<file path="config.mk">
export PLATFORM = sky130hd
export DESIGN_NAME = boot_strobe_decode
export DESIGN_NICKNAME = d
export VERILOG_FILES = /design/src/rtl/bsd_pkg.sv /design/src/rtl/bsd_access_edge.sv /design/src/rtl/bsd_boot_ctr.sv /design/src/rtl/bsd_window_dec.sv /design/src/rtl/boot_strobe_decode.sv
export SDC_FILE = /design/constraint.sdc
export NUM_CORES = 1
export LEC_CHECK = 0
export ABC_AREA = 0
export BUFFER_PORTS_ARGS = -buffer_cell sky130_fd_sc_hd__buf_2
export CAP_MARGIN = 20
export CORE_MARGIN = 3
export CORE_UTILIZATION = 39
export CTS_CLUSTER_DIAMETER = 40
export CTS_CLUSTER_SIZE = 24
export DETAILED_ROUTE_END_ITERATION = 10
export PLACE_DENSITY = 0.74
export SLEW_MARGIN = 5
export SYNTH_ARGS = -nofsm -noshare
export SYNTH_HDL_FRONTEND = slang
export SYNTH_SLANG_ARGS = --single-unit
</file>
<file path="constraint.sdc">
create_clock -name clk -period 2.37 [get_ports clk]
set_input_delay 0.3555 -clock clk [delete_from_list [all_inputs] [get_ports clk]]
set_output_delay 0.3555 -clock clk [all_outputs]
set_load 0.005 [all_outputs]
</file>
<file path="src/rtl/bsd_pkg.sv">
package bsd_pkg;

    localparam int ADDR_W  = 16;
    localparam int SEL_W   = 3;
    localparam int NUM_STB = 6;

    typedef struct packed {
        logic irsp_ld;
        logic xaddr_hi;
        logic xaddr_mid;
        logic iack;
        logic set_int;
        logic ictl_en;
    } stb_vec_t;

    typedef enum logic [SEL_W-1:0] {
        SEL_ICTL_A = 3'd0,
        SEL_ICTL_B = 3'd1,
        SEL_SETINT = 3'd2,
        SEL_IACK   = 3'd3,
        SEL_XMID   = 3'd4,
        SEL_XHI    = 3'd5,
        SEL_IRSP   = 3'd6,
        SEL_NONE   = 3'd7
    } sel_code_e;

    typedef struct packed {
        logic start;
        logic rd;
        logic wr;
        logic fetch;
    } acc_t;

    function automatic stb_vec_t sel_to_stb(input logic [SEL_W-1:0] code);
        stb_vec_t v;
        v = '0;
        case (sel_code_e'(code))
            SEL_ICTL_A, SEL_ICTL_B: v.ictl_en   = 1'b1;
            SEL_SETINT:             v.set_int   = 1'b1;
            SEL_IACK:               v.iack      = 1'b1;
            SEL_XMID:               v.xaddr_mid = 1'b1;
            SEL_XHI:                v.xaddr_hi  = 1'b1;
            SEL_IRSP:               v.irsp_ld   = 1'b1;
            default:                v = '0;
        endcase
        return v;
    endfunction

endpackage

</file>
<file path="src/rtl/bsd_access_edge.sv">
module bsd_access_edge
    import bsd_pkg::*;
(
    input  logic clk,
    input  logic rst,
    input  logic stb_in,
    input  logic rd,
    input  logic wr,
    input  logic fetch,
    output acc_t acc_o
);
    logic stb_prev;

    always_ff @(posedge clk) begin
        if (rst) stb_prev <= 1'b0;
        else     stb_prev <= stb_in;
    end

    always_comb begin
        acc_o.start = stb_in & ~stb_prev;
        acc_o.rd    = rd;
        acc_o.wr    = wr;
        acc_o.fetch = fetch;
    end
endmodule

</file>
<file path="src/rtl/bsd_boot_ctr.sv">
module bsd_boot_ctr #(
    parameter int BOOT_FETCHES = 8
) (
    input  logic clk,
    input  logic rst,
    input  logic fetch_seen,
    output logic overlay
);
    localparam int CNT_W = $clog2(BOOT_FETCHES + 1);
    localparam logic [CNT_W-1:0] LIMIT = CNT_W'(BOOT_FETCHES);

    logic [CNT_W-1:0] cnt;

    always_ff @(posedge clk) begin
        if (rst)
            cnt <= '0;
        else if (fetch_seen && cnt != LIMIT)
            cnt <= cnt + 1'b1;
    end

    assign overlay = (cnt != LIMIT);
endmodule

</file>
<file path="src/rtl/bsd_window_dec.sv">
module bsd_window_dec
    import bsd_pkg::*;
#(
    parameter int             A_W       = ADDR_W,
    parameter int             OVL_BIT   = 14,
    parameter int             TAG_W     = 2,
    parameter logic [TAG_W-1:0] WIN_TAG = 2'b10
) (
    input  logic [A_W-1:0] addr,
    input  logic           overlay,
    input  logic           start,
    input  logic           rd,
    input  logic           wr,
    output logic [A_W-1:0] eff_addr,
    output stb_vec_t       hit
);
    logic win_hit;
    logic valid;

    generate
        for (genvar b = 0; b < A_W; b++) begin : g_map
            if (b == OVL_BIT) begin : g_force
                assign eff_addr[b] = addr[b] | overlay;
            end else begin : g_pass
                assign eff_addr[b] = addr[b];
            end
        end
    endgenerate

    assign win_hit = (eff_addr[A_W-1 -: TAG_W] == WIN_TAG);
    assign valid   = start & (rd ^ wr) & win_hit;
    assign hit     = valid ? sel_to_stb(eff_addr[SEL_W-1:0]) : '0;
endmodule

</file>
<file path="src/rtl/boot_strobe_decode.sv">
module boot_strobe_decode
    import bsd_pkg::*;
#(
    parameter int BOOT_FETCHES = 8
) (
    input  logic              clk,
    input  logic              rst,
    input  logic [ADDR_W-1:0] addr,
    input  logic              acc_stb,
    input  logic              rd,
    input  logic              wr,
    input  logic              fetch,
    output logic [ADDR_W-1:0] mem_addr,
    output logic              overlay_on,
    output logic              ictl_en,
    output logic              set_bus_int,
    output logic              iack_stb,
    output logic              xaddr_mid_stb,
    output logic              xaddr_hi_stb,
    output logic              irsp_ld
);
    acc_t     acc;
    logic     overlay;
    stb_vec_t hit;
    stb_vec_t stb_q;

    bsd_access_edge i_edge (
        .clk   (clk),
        .rst   (rst),
        .stb_in(acc_stb),
        .rd    (rd),
        .wr    (wr),
        .fetch (fetch),
        .acc_o (acc)
    );

    bsd_boot_ctr #(.BOOT_FETCHES(BOOT_FETCHES)) i_boot (
        .clk       (clk),
        .rst       (rst),
        .fetch_seen(acc.start & acc.fetch & acc.rd),
        .overlay   (overlay)
    );

    bsd_window_dec i_dec (
        .addr    (addr),
        .overlay (overlay),
        .start   (acc.start),
        .rd      (acc.rd),
        .wr      (acc.wr),
        .eff_addr(mem_addr),
        .hit     (hit)
    );

    always_ff @(posedge clk) begin
        if (rst) stb_q <= '0;
        else     stb_q <= hit;
    end

    assign overlay_on    = overlay;
    assign ictl_en       = stb_q.ictl_en;
    assign set_bus_int   = stb_q.set_int;
    assign iack_stb      = stb_q.iack;
    assign xaddr_mid_stb = stb_q.xaddr_mid;
    assign xaddr_hi_stb  = stb_q.xaddr_hi;
    assign irsp_ld       = stb_q.irsp_ld;
endmodule

</file>
# ---- Yosys cells after proc, flatten, opt, wreduce, memory -nomap -nowiden
# Cells that the tools add are included.
dict set report word_totals {
  register_bits 11
  latch_bits 0
  mem_bits_rw 0
  rom_bits 0
  in_bits 22
  out_inout_bits 23
  word_cells 36
  mem_count 0
}
dict set report op_classes {
  add_sub_neg 1
  multipliers 0
  n_div 0
  n_lt_le_gt_ge 0
  n_eq_ne 8
  n_shift 0
  muxes 6
  n_bitwise 9
  reduce_logical 4
}
# cell count
set ops {}
lappend ops {{3-bit == test, second input constant} 3}
lappend ops {{3-bit by 2-bit == test with 1-bit output, second input constant} 2}
lappend ops {{1-bit two-way mux} 6}
lappend ops {{1-bit bitwise AND} 5}
lappend ops {{4-bit by 1-bit adder with 4-bit output, second input constant} 1}
lappend ops {{4-bit inequality test, second input constant} 1}
lappend ops {{2-bit OR reduction} 2}
lappend ops {{3-bit by 1-bit == test with 1-bit output, second input constant} 1}
lappend ops {{3-bit zero test} 1}
lappend ops {{2-bit == test, second input constant} 1}
lappend ops {{1-bit inverter} 2}
lappend ops {{1-bit logical AND} 1}
lappend ops {{1-bit bitwise OR} 1}
lappend ops {{1-bit XOR} 1}

# ---- Longest topological paths before layout
# Gate-level depths: netlist of the first run.
dict set report logic_depth {
  depth_word 6
  ltp_mapped 6
  depth_no_buf 5
}

# ---- By module
# Synthesis of the first run repeated with hierarchy kept, for this count alone.
dict set report unflattened {
  hier_cells 71
  area_unflattened_um2 676.9
}
# module instances cells_each area_per_inst_um2 seq_area_each_um2
set by_module_without_submodules {}
lappend by_module_without_submodules {bsd_window_dec 1 29 222.7 0.0}
lappend by_module_without_submodules {bsd_boot_ctr 1 23 220.2 80.1}
lappend by_module_without_submodules {boot_strobe_decode 1 13 163.9 120.1}
lappend by_module_without_submodules {bsd_access_edge 1 6 70.1 20.0}

# ---- Worst setup path after synthesis of the first run
# Ideal clock, no wire load.
dict set report synth_path {
  kind {register -> register}
  start {register i_boot.cnt[0]}
  end {register stb_q, in the netlist iack_stb}
  setup_time_ns 0.088
  arrival_ns 1.562
  t_required_ns 2.282
  path_slack_ns 0.720
  stages_incl_launch_ff 7
  path_buffers 1
  synth_period_minus_slack_ns 1.650
  cell_sequence {dfxtp_1 -> inv_1 -> ha_1 -> nand3b_4 -> or4_4 -> buf_6 -> nor4bb_4}
}
dict set report synth_between {
  elab_chain_cells 6
}
# item line
set synth_lines {}
lappend synth_lines {{start: declaration} bsd_boot_ctr.sv:12} ;# logic [CNT_W-1:0] cnt;
lappend synth_lines {{start signal: assignment} bsd_boot_ctr.sv:18} ;# cnt <= cnt + 1'b1;
lappend synth_lines {{4-bit inequality test} bsd_boot_ctr.sv:21} ;# assign overlay = (cnt != LIMIT);
lappend synth_lines {{named net overlay_on} boot_strobe_decode.sv:14} ;# output logic overlay_on,
lappend synth_lines {{1-bit bitwise OR} bsd_window_dec.sv:23} ;# assign eff_addr[b] = addr[b] | overlay;
lappend synth_lines {{2-bit == test} bsd_window_dec.sv:30} ;# assign win_hit = (eff_addr[A_W-1 -: TAG_W] == WIN_TAG);
lappend synth_lines {{1-bit bitwise AND} bsd_window_dec.sv:31} ;# assign valid = start & (rd ^ wr) & win_hit;
lappend synth_lines {{1-bit inverter (no source line)} -}
lappend synth_lines {{2-bit OR reduction (no source line)} -}
lappend synth_lines {{end signal: assignment} boot_strobe_decode.sv:56} ;# else stb_q <= hit;
lappend synth_lines {{end: declaration} boot_strobe_decode.sv:25} ;# stb_vec_t stb_q;
# The timed path passes the listed nets, and every way through them passes these cells.
# A chain may end at the register's enable or synchronous reset.

# ---- Final worst setup path of the first run
dict set report layout_path {
  start {register i_boot.cnt[0]}
  end {output port mem_addr[14]}
}
dict set report layout_between {
  elab_chain_cells 2
}
# item line
set layout_lines {}
lappend layout_lines {{4-bit inequality test} bsd_boot_ctr.sv:21}
lappend layout_lines {{1-bit bitwise OR} bsd_window_dec.sv:23}
lappend layout_lines {{end: declaration} boot_strobe_decode.sv:13} ;# output logic [ADDR_W-1:0] mem_addr,
# Every way passes these cells.

==> metrics, run 1 <==
post-DP HPWL=930 um; final slew viol count=0; Mapped Cells=63; Fin. Hold Viols=0; Rel. slew slack=83.7%; Synth Flop Type=dfxtp_1; Tcrit/Tclk final=75.8%; CP Class=flip-flop to primary output; hold path start=addr[0]; Core Util, Final=47.0%; drt wl/cell=13.6 um; IO Count=45; Post CTS Setup Buffer Count=0; initial core utilization=44.7%; core area=1400 um2; synthesized area=626 um2; # resized after CTS=0; final clock skew=0.00427 ns; ANT cells=0; Synth cell types=27; Hold Crit Class=input port to flip-flop; Startpoint Class=flip-flop; MaxCap Viol Count=0; DRC=0; DR iter-0 viols=10; Fillers=139; DR pass1 iterations=4; pin count of the biggest net entering global routing=9; fraction of layout cells with a size suffix above 1=42.5%; status=complete, no violations; CP Capture Type=primary output; P_leak=0.286 nW; Via density=5.11; Total GRT Usage=11.7%; CTS H-Tree Depth=1; Worst Path Required=2.01 ns; die area=2120 um2; Worst-Skew Late Latency=0.27 ns; DIE WIDTH=46.1 um; hold slack=0.333 ns; Seq/Total Area, Yosys=35.2%; area of the multi-input gates=267 um2; register area=220 um2; CTS tree=done; highest net fanout along the worst path=6; TritonCTS Sinks=11; Worst-path clk slew=0.07 ns; Worst VDD drop=226 uV; worst path arrival time=1.44 ns; Die Ht=46.1 um; TritonCTS Buffers=3; Syn Nets=87; vias in the first global route=396; Worst-Margin Slew=0.244 ns; initial antenna violation count=0; crit path time final=1.80 ns; Max Freq=556 MHz; RSZ-0062 raised after global routing=false; FF+latch count, synth=11; Area Overhead vs Synth=5.00%; ys async rst share=0%; # rows=13; number of setup violations in the final report=0; final setup TNS=0 ns; Post-synth EDFFs=0; largest buffer count on any clock path=2; Port Buffers=22; first-pass GRT wire length=1670 um; final WL=1190 um; worst setup path start=i_boot.cnt[0]; vias=450; Ys Warns=0; post-route ant nets=0; Root Buffer Master=clkbuf_4; Layout Nets=98; cts hold-fix bufs=0; P per Cell Area=534 nW/um2; GP Congestion=0.801; RR Startpoint=i_boot.cnt[0]; grt ovf=0; syn_area_per_cell=9.93 um2
==> power by group <==
| group | internal, mW | leakage, nW | total [mW] | switching (mW) |
|---|---|---|---|---|
| Sequential | 0.187 | 0.0889 | 0.188 | 0.00174 |
| Clock | 0.0652 | 0.0150 | 0.129 | 0.0637 |
| Combinational | 0.0166 | 0.182 | 0.0337 | 0.0171 |
==> layer usage <==
metal	GRT usage (%)	routed length (um)	up-vias
met1	12.2	453	199
met2	18.4	609	17
met5	0	0	-
li1	-	-	223
met3	2.34	72	11
met4	12.5	57	0
==> sequential cells by signal, summed over array words and instances, names as in the netlist <==
name	count
i_edge.stb_prev	1
irsp_ld	1
xaddr_hi_stb	1
i_boot.cnt	4
xaddr_mid_stb	1
set_bus_int	1
ictl_en	1
iack_stb	1
==> stage by stage <==
step	power [mW]	worst slack, ns	std cells	area, um2
CTS	0.354	0.572	88	657
finish	0.351	0.572	88	657
global route	0.363	0.523	88	657
floorplan	0.225	0.720	63	626
global placement	0.225	0.752	84	631
detailed placement	0.226	0.657	84	631
==> final timing paths <==
check / to / slack [ns] / cells after the start
worst max-delay path: mem_addr[14] / 0.57 / 5
worst min-delay path: set_bus_int / 0.33 / 2
worst max register to register: xaddr_hi_stb / 0.64 / 5
worst min register to register: i_boot.cnt[2] / 0.52 / 2
==> worst max-delay path, stage by stage (launching register included) <==
cell and delay [ns]:
dfxtp_1 0.36, inv_1 0.07, ha_1 0.21, nand3b_4 0.11
or2_2 0.29, buf_2 0.13
==> cell families after synthesis <==
family / Yosys count / share of synthesized area, %
buf+inv: 20 / 22.2
compound gates: 7 / 6.00
flops: 11 / 35.2
simple gates: 22 / 31.2
fa+ha+maj: 2 / 4.00
xor+xnor: 1 / 1.40
==> synth_stat cells (all sizes together) (2+ instances only) <==
cell / number / area, um2
nand3: 3 / 15.0
nor4b: 2 / 30.0
buf: 16 / 124
dfxtp: 11 / 220
o21ai: 3 / 15.0
nand4b: 2 / 17.5
inv: 4 / 15.0
a21oi: 3 / 15.0
ha: 2 / 25.0
nor3: 2 / 10.0
==> layout by cell type (no fill, tap or decap), types with 3 or more instances in the layout <==
master | Yosys | final
inv_1 | 4 | 4
dfxtp_1 | 11 | 11
clkbuf_4 | 0 | 3
a21oi_1 | 3 | 3
nand3_1 | 3 | 3
buf_2 | 0 | 22
==> layout make-up <==
type | count | share of cell area (%)
well taps | 15 | 2.86
repair buffers | 22 | 16.8
clock buffers | 4 | 4.00
multi-input cells | 32 | 40.6
flip-flops and latches | 11 | 33.5
inverters | 4 | 2.29
Note: power is estimated with default switching activity, not from simulation.
==> run 2, diff against run 1 <==
--- a/config.mk
+++ b/config.mk
@@ -5,15 +5,15 @@
 export SDC_FILE = /design/constraint.sdc
 export NUM_CORES = 1
 export LEC_CHECK = 0
-export ABC_AREA = 0
+export ABC_AREA = 1
 export BUFFER_PORTS_ARGS = -buffer_cell sky130_fd_sc_hd__buf_2
 export CAP_MARGIN = 20
 export CORE_MARGIN = 3
-export CORE_UTILIZATION = 39
+export CORE_UTILIZATION = 36
 export CTS_CLUSTER_DIAMETER = 40
 export CTS_CLUSTER_SIZE = 24
 export DETAILED_ROUTE_END_ITERATION = 10
-export PLACE_DENSITY = 0.74
+export PLACE_DENSITY = 0.71
 export SLEW_MARGIN = 5
 export SYNTH_ARGS = -nofsm -noshare
 export SYNTH_HDL_FRONTEND = slang
==> constraint.sdc (replaced) <==
create_clock -name clk -period 1.5 [get_ports clk]
set_input_delay 0.225 -clock clk [delete_from_list [all_inputs] [get_ports clk]]
set_output_delay 0.225 -clock clk [all_outputs]
set_load 0.005 [all_outputs]
==> metrics, run 2 <==
Mapped Cells=91 (+44%); first-pass GRT wire length=2150 um (+29%); Total GRT Usage=11.4% (-0.26 points); max reg flops=4 (unchanged); Seq/Total Area, Yosys=33.4% (-1.8 points); status=complete, no violations; Rel. slew slack=84.0% (+0.34 points); Synth cell types=15 (-44%); worst path arrival time=1.22 ns (-0.22 ns); initial core utilization=40.9% (-3.8 points); Worst-Skew Late Latency=0.26 ns (about the same); Core Util, Final=45.7% (-1.3 points); highest net fanout along the worst path=5 (-1); Tcrit/Tclk final=96.1%; Yosys top cell area share=33.4% (-1.8 points); vias in the first global route=516 (+30%); final slew viol count=0 (unchanged); initial antenna violation count=0 (unchanged); Die Ht=48.8 um (+6.0%); largest buffer count on any clock path=2 (unchanged); Max Freq=694 MHz; final WL=1260 um (+5.9%); TritonCTS Sinks=11 (unchanged); IO Count=45 (unchanged); # rows=14 (+1); Largest Register=i_boot.cnt; hold slack=0.185 ns (-0.148 ns); CP Capture Type=primary output; P per Cell Area=775 nW/um2 (+45%); Worst-path clk slew=0.07 ns (about the same); Via density=4.13 (-19%); top cells by area, synth=dfxtp_1, buf_4, nand2_1, inv_1, nor2_1; Ys Warns=0 (unchanged); cell taking the most area after synthesis=dfxtp_1; ANT cells=0 (unchanged); post-DP HPWL=966 um (+3.9%); commonest non-fill, non-tap cells in the layout=buf_2, nand2_1, nor2_1; DRC=0 (unchanged); met3 WL=70 um (-2.8%); synthesized area=659 um2 (+5.4%); Synth Flop Type=dfxtp_1; RSZ-0062 raised after global routing=false; Startpoint Class=flip-flop; Total Power=570 uW (+63%); Hold Crit Class=input port to flip-flop; Layout Nets=128 (+31%); pin count of the biggest net entering global routing=7 (-2); drt wl/cell=9.94 um (-27%); Worst Path Required=1.27 ns (-0.74 ns); die area=2380 um2 (+12%); final clock skew=0.000716 ns (-0.00356 ns); MaxCap Viol Count=0 (unchanged); ys async rst share=0% (unchanged); core area=1610 um2 (+15%); crit path time final=1.44 ns; Post-synth EDFFs=0 (unchanged); FF+latch count, synth=11 (unchanged); most common cell in the netlist=nand2_1; WL met1=590 um (+30%); CTS H-Tree Depth=1 (unchanged); Worst-Margin Slew=0.239 ns (-0.00474 ns); Port Buffers=22 (unchanged); GP Congestion=0.845 (+5.5%); number of setup violations in the final report=0 (unchanged); DIE WIDTH=48.8 um (+6.0%); CP Class=flip-flop to primary output; Area Overhead vs Synth=11.6%; fraction of layout cells with a size suffix above 1=36.9% (-5.6 points); grt ovf=0 (unchanged); Worst VDD drop=269 uV (+19%); Syn Nets=115 (+32%); TritonCTS Buffers=3 (unchanged); CTS tree=done; final setup TNS=0 ns (unchanged); most common cell after layout, fill and taps aside=buf_2; top cells by count, synth=nand2_1, buf_4, inv_1, nor2_1, dfxtp_1; Root Buffer Master=clkbuf_4; Top Metal Used=met4; post-route ant nets=0 (unchanged); met2 wire length=589 um (-3.3%); DR iter-0 viols=4 (-6); vias=524 (+16%); syn_area_per_cell=7.25 um2 (-27%); DR pass1 iterations=4 (unchanged); Fin. Hold Viols=0 (unchanged); P_leak=0.368 nW (+29%)
run 2: cell count changes after synthesis, sizes merged, moves of 2 or more:
| cell | change |
|---|---|
| nand2 | +18 |
| nor2 | +17 |
| inv | +10 |
| nand3 | +2 |
| nand4b | -2 |
| nor3 | -2 |
| nor4b | -2 |
run 2: cell type report:
class,instances,area (um2)
Clock buffer,4,26.3
Fill cell,172,876
Inverter,14,52.6
Multi-Input combinational cell,51,287
Sequential cell,11,223
Tap cell,24,30.0
Timing Repair Buffer,23,118
run 2: timing repair:
| action | in CTS | in global routing |
|---|---|---|
| gates resized for setup | 2 | 4 |
| setup buffers | 1 | 0 |
| hold buffers | 0 | 0 |
| pin swaps | 2 | 0 |
| endpoints found under the setup margin | 1 | 1 |
run 2: worst paths after layout:
kind                      start             to  slack (ns)  cells past startpoint
hold / removal              rst  i_boot.cnt[3]        0.19                      2
setup reg to reg  i_boot.cnt[1]       iack_stb        0.34                      7
setup / recovery  i_boot.cnt[1]   mem_addr[14]        0.06                      6
hold reg to reg   i_boot.cnt[0]  i_boot.cnt[0]        0.53                      2
run 2: cell families (layout without fill, tap and decap cells):
kind of cell	after synthesis	count (layout)	synth area share, %
and+or+nand+nor	44	44	33.4
buffers and inverters	29	41	25.0
DFF	11	11	33.4
AOI/OAI and AO/OA	4	4	3.04
adders and majority gates	2	2	3.79
xor gates and xnor gates	1	1	1.33
run 2: critical path: stages, from the launching register on:
cell	delay (ns)
dfxtp_2	0.35
inv_2	0.08
ha_4	0.15
nand3b_4	0.10
nor2_4	0.13
inv_1	0.04
buf_2	0.11
run 2: routing by layer:
metal	up-vias	global-route usage, %
li1	284	-
met1	226	14.4
met2	12	17.9
met3	2	2.14
met4	0	7.11
met5	-	0
run 2: power by group:
| group | leakage, nW | internal, mW | switching [mW] |
|---|---|---|---|
| clock network | 0.0150 | 0.103 | 0.0997 |
| logic | 0.263 | 0.0289 | 0.0383 |
| registers | 0.0899 | 0.296 | 0.00463 |
| total | 0.368 | 0.428 | 0.143 |
run 2: through the flow:
step	setup slack (ns)	area, um2	std cells
2_1_floorplan	0.363	659	91
3_3_place_gp	0.265	687	122
3_5_place_dp	0.227	687	122
4_1_cts	0.00107	733	127
5_1_grt	0.00963	736	127
6_report	0.0588	736	127
